**config.mk**
```make
export PLATFORM = sky130hd
export DESIGN_NAME = cart_bank_mapper
export DESIGN_NICKNAME = d
export VERILOG_FILES = /design/src/rtl/cbm_pkg.sv /design/src/rtl/cbm_regs.sv /design/src/rtl/cbm_addr_map.sv /design/src/rtl/cbm_rdata_mux.sv /design/src/rtl/cart_bank_mapper.sv
export SDC_FILE = /design/constraint.sdc
export NUM_CORES = 1
export LEC_CHECK = 0
export BUFFER_PORTS_ARGS = -buffer_cell sky130_fd_sc_hd__buf_4
export CAP_MARGIN = 5
export CORE_MARGIN = 4
export CORE_UTILIZATION = 40
export DETAILED_ROUTE_END_ITERATION = 6
export PLACE_DENSITY = 0.88
export SLEW_MARGIN = 5
export SYNTH_ARGS = -nofsm -noshare
export SYNTH_HDL_FRONTEND = slang
export SYNTH_SLANG_ARGS = --single-unit
```
**constraint.sdc**
```tcl
create_clock -name clk -period 1.07 [get_ports clk]
set_input_delay 0 -clock clk [delete_from_list [all_inputs] [get_ports clk]]
set_output_delay 0 -clock clk [all_outputs]
set_load 0.02 [all_outputs]
```
**src/rtl/cbm_pkg.sv**
```systemverilog
`timescale 1ns/1ps
package cbm_pkg;
   // What the RAM window is steered to.
   typedef enum logic {
      WIN_MEM = 1'b0,
      WIN_TIME = 1'b1
   } win_mode_e;

   // Control register regions within 0x0000-0x7FFF, decoded from addr[14:13].
   typedef enum logic [1:0] {
      REG_ENABLE = 2'd0,
      REG_ROMBANK = 2'd1,
      REG_SELECT = 2'd2,
      REG_LATCH = 2'd3
   } ctl_reg_e;

   localparam int ROM_WIN_W = 14;   // 16 KiB ROM window offset
   localparam int RAM_WIN_W = 13;   // 8 KiB RAM window offset
endpackage

```
**src/rtl/cbm_regs.sv**
```systemverilog
`timescale 1ns/1ps
module cbm_regs
   import cbm_pkg::*;
#(
   parameter int ROM_BANK_W = 7,
   parameter int RAM_BANK_W = 2,
   parameter int TM_IDX_W = 3,
   parameter int TM_REGS = 5,
   parameter int TM_SEL_BASE = 8,
   parameter logic [3:0] ENABLE_KEY = 4'hA,
   parameter bit MASK_BEFORE_ZERO = 1'b1
) (
   input  logic                  clk,
   input  logic                  rst_n,
   input  logic                  wr_en,
   input  logic [2:0]            addr_hi,
   input  logic [7:0]            wdata,
   output logic                  ram_en,
   output logic [ROM_BANK_W-1:0] rom_bank,
   output logic [RAM_BANK_W-1:0] ram_bank,
   output win_mode_e             mode,
   output logic [TM_IDX_W-1:0]   tm_idx,
   output logic                  latch_pulse
);
   localparam int RAM_BANKS = 1 << RAM_BANK_W;
   localparam logic [7:0] MEM_LIM = 8'(RAM_BANKS);
   localparam logic [7:0] TM_LO = 8'(TM_SEL_BASE);
   localparam logic [7:0] TM_HI = 8'(TM_SEL_BASE + TM_REGS);
   localparam logic [ROM_BANK_W-1:0] BANK_ONE = ROM_BANK_W'(1);

   if (ROM_BANK_W < 1 || ROM_BANK_W > 8) begin : g_bad_rom_w
      initial $fatal(1, "cbm_regs: ROM_BANK_W must be 1..8");
   end
   if (RAM_BANK_W < 1 || RAM_BANK_W > 3) begin : g_bad_ram_w
      initial $fatal(1, "cbm_regs: RAM_BANK_W must be 1..3");
   end
   if (TM_REGS > (1 << TM_IDX_W) || TM_SEL_BASE < RAM_BANKS
       || TM_SEL_BASE + TM_REGS > 256) begin : g_bad_tm
      initial $fatal(1, "cbm_regs: timekeeper select range does not fit");
   end

   logic       wr_ctl;
   ctl_reg_e   region;
   logic       sel_mem, sel_tm;
   logic [7:0] latch_last;
   logic [ROM_BANK_W-1:0] bank_masked, bank_next;

   assign wr_ctl = wr_en && !addr_hi[2];
   assign region = ctl_reg_e'(addr_hi[1:0]);
   assign sel_mem = wdata < MEM_LIM;
   assign sel_tm = (wdata >= TM_LO) && (wdata < TM_HI);
   assign bank_masked = wdata[ROM_BANK_W-1:0];

   // Variant: test for a zero bank after masking, or on the raw byte.
   if (MASK_BEFORE_ZERO) begin : g_zero_masked
      assign bank_next = (bank_masked == '0) ? BANK_ONE : bank_masked;
   end else begin : g_zero_raw
      assign bank_next = (wdata == 8'h00) ? BANK_ONE : bank_masked;
   end

   always_ff @(posedge clk) begin
      if (!rst_n) begin
         ram_en <= 1'b0;
         rom_bank <= BANK_ONE;
         ram_bank <= '0;
         mode <= WIN_MEM;
         tm_idx <= '0;
         latch_last <= 8'h01;
      end else if (wr_ctl) begin
         unique case (region)
            REG_ENABLE: ram_en <= (wdata[3:0] == ENABLE_KEY);
            REG_ROMBANK: rom_bank <= bank_next;
            REG_SELECT: begin
               if (sel_mem) begin
                  mode <= WIN_MEM;
                  ram_bank <= wdata[RAM_BANK_W-1:0];
               end else if (sel_tm) begin
                  mode <= WIN_TIME;
                  tm_idx <= TM_IDX_W'(wdata - TM_LO);
               end
            end
            REG_LATCH: latch_last <= wdata;
            default: ;
         endcase
      end
   end

   assign latch_pulse = wr_ctl && (region == REG_LATCH)
                        && (latch_last == 8'h00) && (wdata == 8'h01);

   // the enable follows the key nibble of the last enable write
   p_enable_key_r1: assert property (@(posedge clk) disable iff (!rst_n)
      (wr_ctl && region == REG_ENABLE) |=> (ram_en == ($past(wdata[3:0]) == ENABLE_KEY)));

   if (MASK_BEFORE_ZERO) begin : g_chk_nonzero
      // bank 0 can never be selected for the upper window
      p_bank_nonzero_r2: assert property (@(posedge clk) disable iff (!rst_n)
         rom_bank != '0);
   end

   // values outside both select classes leave the steering untouched
   p_select_hold_r5: assert property (@(posedge clk) disable iff (!rst_n)
      (wr_ctl && region == REG_SELECT && !sel_mem && !sel_tm)
      |=> ($stable(mode) && $stable(tm_idx) && $stable(ram_bank)));

   // a latch strobe stores 1, so the next cycle cannot strobe again
   p_latch_once_r7: assert property (@(posedge clk) disable iff (!rst_n)
      latch_pulse |=> !latch_pulse);
endmodule

```
**src/rtl/cbm_addr_map.sv**
```systemverilog
`timescale 1ns/1ps
module cbm_addr_map
   import cbm_pkg::*;
#(
   parameter int ROM_BANK_W = 7,
   parameter int RAM_BANK_W = 2,
   localparam int ROM_ADDR_W = ROM_BANK_W + ROM_WIN_W,
   localparam int RAM_ADDR_W = RAM_BANK_W + RAM_WIN_W
) (
   input  logic [15:0]           addr,
   input  logic [ROM_BANK_W-1:0] rom_bank,
   input  logic [RAM_BANK_W-1:0] ram_bank,
   output logic                  in_rom,
   output logic                  in_ram,
   output logic [ROM_ADDR_W-1:0] rom_addr,
   output logic [RAM_ADDR_W-1:0] ram_addr
);
   logic [ROM_BANK_W-1:0] eff_bank;

   assign in_rom = !addr[15];
   assign in_ram = (addr[15:13] == 3'b101);
   // The lower window is pinned to bank 0, the upper one follows the register.
   assign eff_bank = addr[14] ? rom_bank : '0;
   assign rom_addr = {eff_bank, addr[ROM_WIN_W-1:0]};
   assign ram_addr = {ram_bank, addr[RAM_WIN_W-1:0]};
endmodule

```
**src/rtl/cbm_rdata_mux.sv**
```systemverilog
`timescale 1ns/1ps
module cbm_rdata_mux
   import cbm_pkg::*;
#(
   parameter logic [7:0] OPEN_BUS = 8'hFF
) (
   input  logic       in_rom,
   input  logic       in_ram,
   input  logic       ram_en,
   input  win_mode_e  mode,
   input  logic [7:0] rom_rdata,
   input  logic [7:0] ram_rdata,
   input  logic [7:0] tm_rdata,
   output logic [7:0] rdata
);
   always_comb begin
      rdata = OPEN_BUS;
      if (in_rom) begin
         rdata = rom_rdata;
      end else if (in_ram && ram_en) begin
         rdata = (mode == WIN_TIME) ? tm_rdata : ram_rdata;
      end
   end
endmodule

```
**src/rtl/cart_bank_mapper.sv**
```systemverilog
`timescale 1ns/1ps
module cart_bank_mapper
   import cbm_pkg::*;
#(
   parameter int ROM_BANK_W = 7,
   parameter int RAM_BANK_W = 2,
   parameter int TM_IDX_W = 3,
   parameter int TM_REGS = 5,
   parameter int TM_SEL_BASE = 8,
   parameter logic [3:0] ENABLE_KEY = 4'hA,
   parameter bit MASK_BEFORE_ZERO = 1'b1,
   localparam int ROM_ADDR_W = ROM_BANK_W + ROM_WIN_W,
   localparam int RAM_ADDR_W = RAM_BANK_W + RAM_WIN_W
) (
   input  logic                  clk,
   input  logic                  rst_n,
   input  logic [15:0]           cpu_addr,
   input  logic [7:0]            cpu_wdata,
   input  logic                  cpu_rd,
   input  logic                  cpu_wr,
   output logic [7:0]            cpu_rdata,
   output logic [ROM_ADDR_W-1:0] rom_addr,
   output logic                  rom_oe,
   input  logic [7:0]            rom_rdata,
   output logic [RAM_ADDR_W-1:0] ram_addr,
   output logic                  ram_oe,
   output logic                  ram_we,
   input  logic [7:0]            ram_rdata,
   output logic [TM_IDX_W-1:0]   tm_sel,
   output logic                  tm_latch,
   output logic                  tm_we,
   input  logic [7:0]            tm_rdata
);
   logic                  ram_en;
   logic [ROM_BANK_W-1:0] rom_bank;
   logic [RAM_BANK_W-1:0] ram_bank;
   win_mode_e             mode;
   logic                  in_rom, in_ram, ram_live;

   cbm_regs #(
      .ROM_BANK_W(ROM_BANK_W), .RAM_BANK_W(RAM_BANK_W), .TM_IDX_W(TM_IDX_W),
      .TM_REGS(TM_REGS), .TM_SEL_BASE(TM_SEL_BASE), .ENABLE_KEY(ENABLE_KEY),
      .MASK_BEFORE_ZERO(MASK_BEFORE_ZERO)
   ) u_regs (
      .clk(clk), .rst_n(rst_n), .wr_en(cpu_wr), .addr_hi(cpu_addr[15:13]),
      .wdata(cpu_wdata), .ram_en(ram_en), .rom_bank(rom_bank),
      .ram_bank(ram_bank), .mode(mode), .tm_idx(tm_sel), .latch_pulse(tm_latch)
   );

   cbm_addr_map #(
      .ROM_BANK_W(ROM_BANK_W), .RAM_BANK_W(RAM_BANK_W)
   ) u_map (
      .addr(cpu_addr), .rom_bank(rom_bank), .ram_bank(ram_bank),
      .in_rom(in_rom), .in_ram(in_ram), .rom_addr(rom_addr), .ram_addr(ram_addr)
   );

   cbm_rdata_mux u_mux (
      .in_rom(in_rom), .in_ram(in_ram), .ram_en(ram_en), .mode(mode),
      .rom_rdata(rom_rdata), .ram_rdata(ram_rdata), .tm_rdata(tm_rdata),
      .rdata(cpu_rdata)
   );

   assign ram_live = in_ram && ram_en;
   assign rom_oe = cpu_rd && in_rom;
   assign ram_oe = cpu_rd && ram_live && (mode == WIN_MEM);
   assign ram_we = cpu_wr && ram_live && (mode == WIN_MEM);
   assign tm_we = cpu_wr && ram_live && (mode == WIN_TIME);

   // a disabled window raises no write strobe of either kind
   p_off_quiet_r6: assert property (@(posedge clk) disable iff (!rst_n)
      !ram_en |-> (!ram_we && !tm_we));

   // a disabled window reads as open bus
   p_off_openbus_r6: assert property (@(posedge clk) disable iff (!rst_n)
      (cpu_addr[15:13] == 3'b101 && !ram_en) |-> (cpu_rdata == 8'hFF));

   // storage write, timekeeper write and latch are mutually exclusive
   p_strobe_excl_r10: assert property (@(posedge clk) disable iff (!rst_n)
      $onehot0({ram_we, tm_we, tm_latch}));

   // the lower ROM window always resolves to bank 0
   p_fixed_bank_r3: assert property (@(posedge clk) disable iff (!rst_n)
      (cpu_addr[15:14] == 2'b00) |-> (rom_addr[ROM_ADDR_W-1:ROM_WIN_W] == '0));
endmodule

```
* Word-level counts from Yosys, hierarchy flattened *
Index checks and enable logic that the tools add are counted.

cells by class
  add/subtract/negate cells = 1
  $lt $le $gt $ge = 3
  eq/ne operators = 6
  mux-type cells = 7
  bitwise logic cells = 2
  reduce and logical (&&, ||, !) cells = 23

operators by type and width
  operator                                                    count
  two-way mux 8 bit                                           3
  two-way mux 7 bit                                           2
  logical AND 1 bit                                           12
  equality test 8 x 1 -> 1 bit, second input constant         1
  >= comparator 8 x 4 -> 1 bit, second input constant         1
  zero test 8 bit                                             1
  less-than comparator 8 x 3 -> 1 bit, second input constant  1
  less-than comparator 8 x 4 -> 1 bit, second input constant  1
  zero test 7 bit                                             1
  AND reduction 2 bit                                         3
  AND reduction 3 bit                                         2
  equality test 2 bit, second input constant                  2
  equality test 4 bit, second input constant                  1
  AND reduction 4 bit                                         1
  equality test 3 bit, second input constant                  1
  subtractor 3 x 1 -> 3 bit, second input constant            1
  equality test 2 x 1 -> 1 bit, second input constant         1
  zero test 2 bit                                             1
  two-way mux 1 bit                                           2
  inverter 1 bit                                              2
  nonzero test 2 bit                                          1
  zero test 1 bit                                             1

storage, ports and cells
  register bits = 22
  bits of input ports = 52
  output and inout bits = 52
  word-level logic and storage cells = 48

* Longest topological paths before layout *
  word-level depth = 5
  mapped depth = 4
  gate-level depth less buffers = 3

* Hierarchy *
Synthesis repeated with hierarchy kept, for this count alone.

unflattened totals
  cell total of the unflattened synthesis = 169
  area total of the unflattened synthesis = 1485.2 µm²

by module, submodules not included
  module            times used  cells an instance  area each (µm²)  sequential area each (µm²)
  cbm_regs          1           100                920.9            440.4
  cbm_addr_map      1           38                 282.8            0.0
  cbm_rdata_mux     1           27                 245.2            0.0
  cart_bank_mapper  1           4                  36.3             0.0

* Worst setup path after synthesis *
OpenSTA, ideal clock, no wires.

  path type = reg2out
  from = reg u_regs.latch_last[0]
  to = out tm_latch
  arrival = 1426 ps
  data required time = 1070 ps
  setup slack = -356 ps
  stages on the path, launching flop included = 3
  buffers on the path = 0
  path through = dfxtp_1 > or4_1 > nor4_1

on the way
  longest elaborated chain between the ends = 3

ends and longest elaborated chain
  element                          line                    text
  start, declared                  cbm_regs.sv:45          logic [7:0] latch_last;
  start signal, assigned           cbm_regs.sv:82          REG_LATCH: latch_last <= wdata;
  zero test 8 bit                  cbm_regs.sv:89          && (latch_last == 8'h00) && (wdata == 8'h01);
  logical AND 1 bit (2 in series)  cbm_regs.sv:89
  end, declared                    cart_bank_mapper.sv:30  output logic tm_latch,

Every way passes these cells.

* Worst setup path in the final report *
  from = reg u_regs.latch_last[3]
  to = out tm_latch

Same word-level chain as after synthesis.

==> metrics.md <==
| Metric | Value |
|---|---|
| Run status | finished with violations |
| Violations in the final reports | setup timing |
| Net load switching power | 0.0004682 W |
| Max Buffers Root-to-Sink | 2 |
| Sequential Area | between 400 and 500 um2 |
| Stage delay of the slowest cell on the critical path | ~0.37 ns |
| Number of failing setup endpoints in the final timing report | 12 |
| Minimum setup slack in the final design | -0.5347 ns |
| Port-buffer cells | 64 |
| Vias in the first global route | about 1300 |
| Number of iterations in the first detailed-routing pass | 5 |
| Hold path start | cpu_addr[1] |
| Critical Path Source Type | register |
| Synthesized netlist net count | 221 |
| Peak supply drop | approximately 0.71 mV |
| Synth warnings | 0 |
| Multi-input gate area | between 700 and 800 um2 |
| Final non-filler cell area | slightly above 0.002 mm2 |
| Half-perimeter wire length of the detailed placement result | between 2000 and 3000 um |
| Launching instance or port of the critical path | u_regs.latch_last[3] |
| Critical path's slowest cell | sky130_fd_sc_hd__dfxtp_2 |
| Max-slew headroom at the worst pin | about three quarters |
| Placed instance area | 0.001784 mm2 |
| Post-synth top flop | sky130_fd_sc_hd__dfxtp_1 |
| CTS Sinks | 22 |
| Largest net degree at the start of global routing | 15 |
| Combinational group share of total power | around 20% |
| Most used cell, CP | sky130_fd_sc_hd__nor4_4 |
| Worst R2R End | u_regs.mode |
| Startpoint of the lowest-slack register-to-register path | u_regs.mode |
| Total of flip-flops plus latches after synthesis | 22 |
| Switching part of the total | between 20 and 25% |
| Pwr per Cell Area | ~930 mW/mm2 |
| Diode insertion count for antenna repair | 0 |
| Gp weighted congestion | 0.8539 |
| Logic depth of the worst register-to-register path | 2 |
| Path type of the worst setup path | register to output pin |
| Final Skew | 0 ns |
| Highest fanout seen on the critical path | 2 |
| RSZ-0062 raised after global routing | yes |
| Post-layout power | between 0.0015 and 0.002 W |
| Signal arrival time at the worst endpoint | about 1.6 ns |
| Clock tree from TritonCTS | built |
| Clock latency on the worst-skew pair | 0.32 ns |
| Sequential cell fraction of total power | roughly 45% |
| Drt first-iter violations | 22 |
| Number of antenna violations at the first check in global routing | 0 |
| Residual antenna-violating net count after detailed routing | 0 |
| Fin. Hold Viols | 0 |
| Share of power burned in the clock network | 34.9% |
| Fraction of the cycle the final worst path needs | 150.0% |
| Routed length per placed instance | 15.13 um |
| Part of the Yosys area used for sequential elements | between 30% and 40% |
| FMAX | approximately 620 MHz |
| Via/cell ratio | about 5 |
| Setup slack, reg-to-reg | ~0.32 ns |
| Internal power consumption | ~0.0014 W |
| Cell row count | 21 |
| Boundary pin count | between 100 and 150 |
| Clock Root Buffer | sky130_fd_sc_hd__clkbuf_4 |
| Overall die area | 0.004582 mm2 |
| Transition time at the pin with the least slew margin | 0.3747 ns |
| Count of flip-flops with a built-in enable after synthesis | 0 |
| Synth Cell Area | around 0.0014 mm2 |
| Count of cell types in the netlist | 35 |
| Cells on Worst Hold Path | 0 |
| Number of clock buffers inserted by TritonCTS | 3 |
| Vias after detailed routing | between 1000 and 1500 |
| Die span in x | roughly 68 um |
| Mean instance size in the synthesized netlist | 8.433 um2 |
| Starting density of the core | between 40% and 50% |
| Hold WC Path Type | input pin to output pin |
| Cell breakdown of the critical path | nor4_4, nand3b_1, nor4_4, buf_4 |
| Number of max-slew violations in the final report | 0 |
| Final Routed Wirelength | around 4000 um |
| Max-cap check violation count | 0 |
| Area overhead of the layout relative to synthesis | 42.32% |
| Proportion of synthesized flip-flops having asynchronous set or reset | 0% |
| Capturing element type of the critical path | output pin |
| Global-route wire length before repair | 5713 um |
| Global router's overall resource usage | around 16% |
| # fillers | approximately 290 |
| Req. time, crit path | ~1.1 ns |
| Fin nets | approximately 270 |
| Hold path endpoint | ram_addr[1] |
| Layout cells sized above 1 | approximately 47% |
| Clock transition time at the flip-flop clock pins of the worst setup and hold paths | ~0.13 ns |
| Synthesized netlist cell count | ~170 |
| Leak pwr | around 0.95 nW |
| Min Tclk post-route | 1.605 ns |
| Overflow left after global routing | 0 |
| DR DRC count | 0 |
| Core ar. | 0.003390 mm2 |
| H-tree lvl count | 1 |
| DIE HEIGHT | 67.69 um |
## critical path, delay by kind of cell (launching register included)
| kind | cells | cell delay (ns) |
|---|---|---|
| buf+inv | 1 | 0.18 |
| simple gates | 3 | 0.74 |
| flops | 1 | 0.37 |
## synthesized netlist by cell type, types with 2 or more instances
library cell / n / area [um2]
sky130_fd_sc_hd__nor2_1: 16 / 60.06
sky130_fd_sc_hd__a21oi_1: 16 / 80.08
sky130_fd_sc_hd__mux2i_1: 20 / 200.2
sky130_fd_sc_hd__nand2_1: 27 / 101.4
sky130_fd_sc_hd__buf_4: 27 / 202.7
sky130_fd_sc_hd__dfxtp_1: 22 / 440.4
sky130_fd_sc_hd__nor3_1: 2 / 10.01
sky130_fd_sc_hd__buf_2: 5 / 25.02
sky130_fd_sc_hd__nor4_1: 2 / 12.51
sky130_fd_sc_hd__and2_2: 7 / 52.55
## flip-flops by register name (all words and copies together), names as in the netlist
signal / flops
u_regs.tm_idx: 3
u_regs.ram_bank: 2
u_regs.rom_bank: 7
u_regs.ram_en: 1
u_regs.mode: 1
u_regs.latch_last: 8
## routing by layer
layer	up-vias	wire, um	track usage [%]	part of all wire [%]
li1	651	-	-	-
met5	-	0	0	0
met4	0	57	4.810	1.4
met1	607	1522	17.84	38
met2	73	1999	30.26	50
met3	7	444	4.659	11
## through the flow
step	TNS [ns]	hold WS (ns)	utilization (%)	setup WS, ns	cells
finish	-2.939	0.00001288	59.84	-0.5347	266
CTS	-2.812	0.0002111	58.55	-0.4735	265
detailed placement	-0.1083	0.0002111	52.64	-0.1083	250
floorplan	-0.05651	0.1126	-	-0.05651	169
global route	-3.446	0.00004541	59.84	-0.5507	266
global placement	-0.09533	0.0002111	52.64	-0.09533	250
## what timing repair did
action / CTS / global route
setup endpoints to repair: 12 / 12
hold buffers: 9 / 0
setup buffers: 0 / 1
pin swaps: 12 / 4
resized for setup: 8 / 11
hold endpoints to repair: 20 / 0
gates cloned: 2 / 0
## placed cells by master, fill, tap and decap left out, drive strengths merged, types with 2 or more instances in the layout
master       synthesis  layout
buf                 33      72
nand2               27      27
dfxtp               22      22
mux2i               20      20
nor2                16      16
a21oi               16      16
dlygate4sd3          0       9
and2                 8       8
clkbuf               1       3
and4b                2       3
nor3                 3       3
nor4                 2       2
nand3                2       2
## power groups by stage
stage                     clock (W)  combinational [W]  sequential [W]
after detailed placement          0           0.000346        0.000857
after global placement            0           0.000341        0.000856
after global routing       0.000698           0.000415        0.000841
after CTS                  0.000659           0.000378        0.000837
after floorplan                   0           0.000294        0.000855
final                      0.000658           0.000389        0.000839
## cell type report
type                       count  area share, %
sequential                    22          22.15
timing repair buffer          81          33.44
clock inverter                 1          1.481
multi-input combinational    112          38.80
clock buffer                   3          1.110
inverter                       1         0.1851
tap                           46          2.838
## worst max path at each step
stage	endpoint	slack [ns]
2_1_floorplan	tm_latch	-0.06
3_3_place_gp	tm_latch	-0.1
3_5_place_dp	tm_latch	-0.11
4_1_cts	tm_latch	-0.47
5_1_grt	tm_latch	-0.55
6_report	tm_latch	-0.53
## cell families (layout without fill, tap and decap cells)
logic type	count (synthesis)	in the layout	share of synthesized area (%)
compound gates	19	19	7.112
buf+inv	36	86	17.91
flops	22	22	30.90
mux	20	20	14.05
simple gates	72	73	30.03
(Power assumes the default switching activity.)
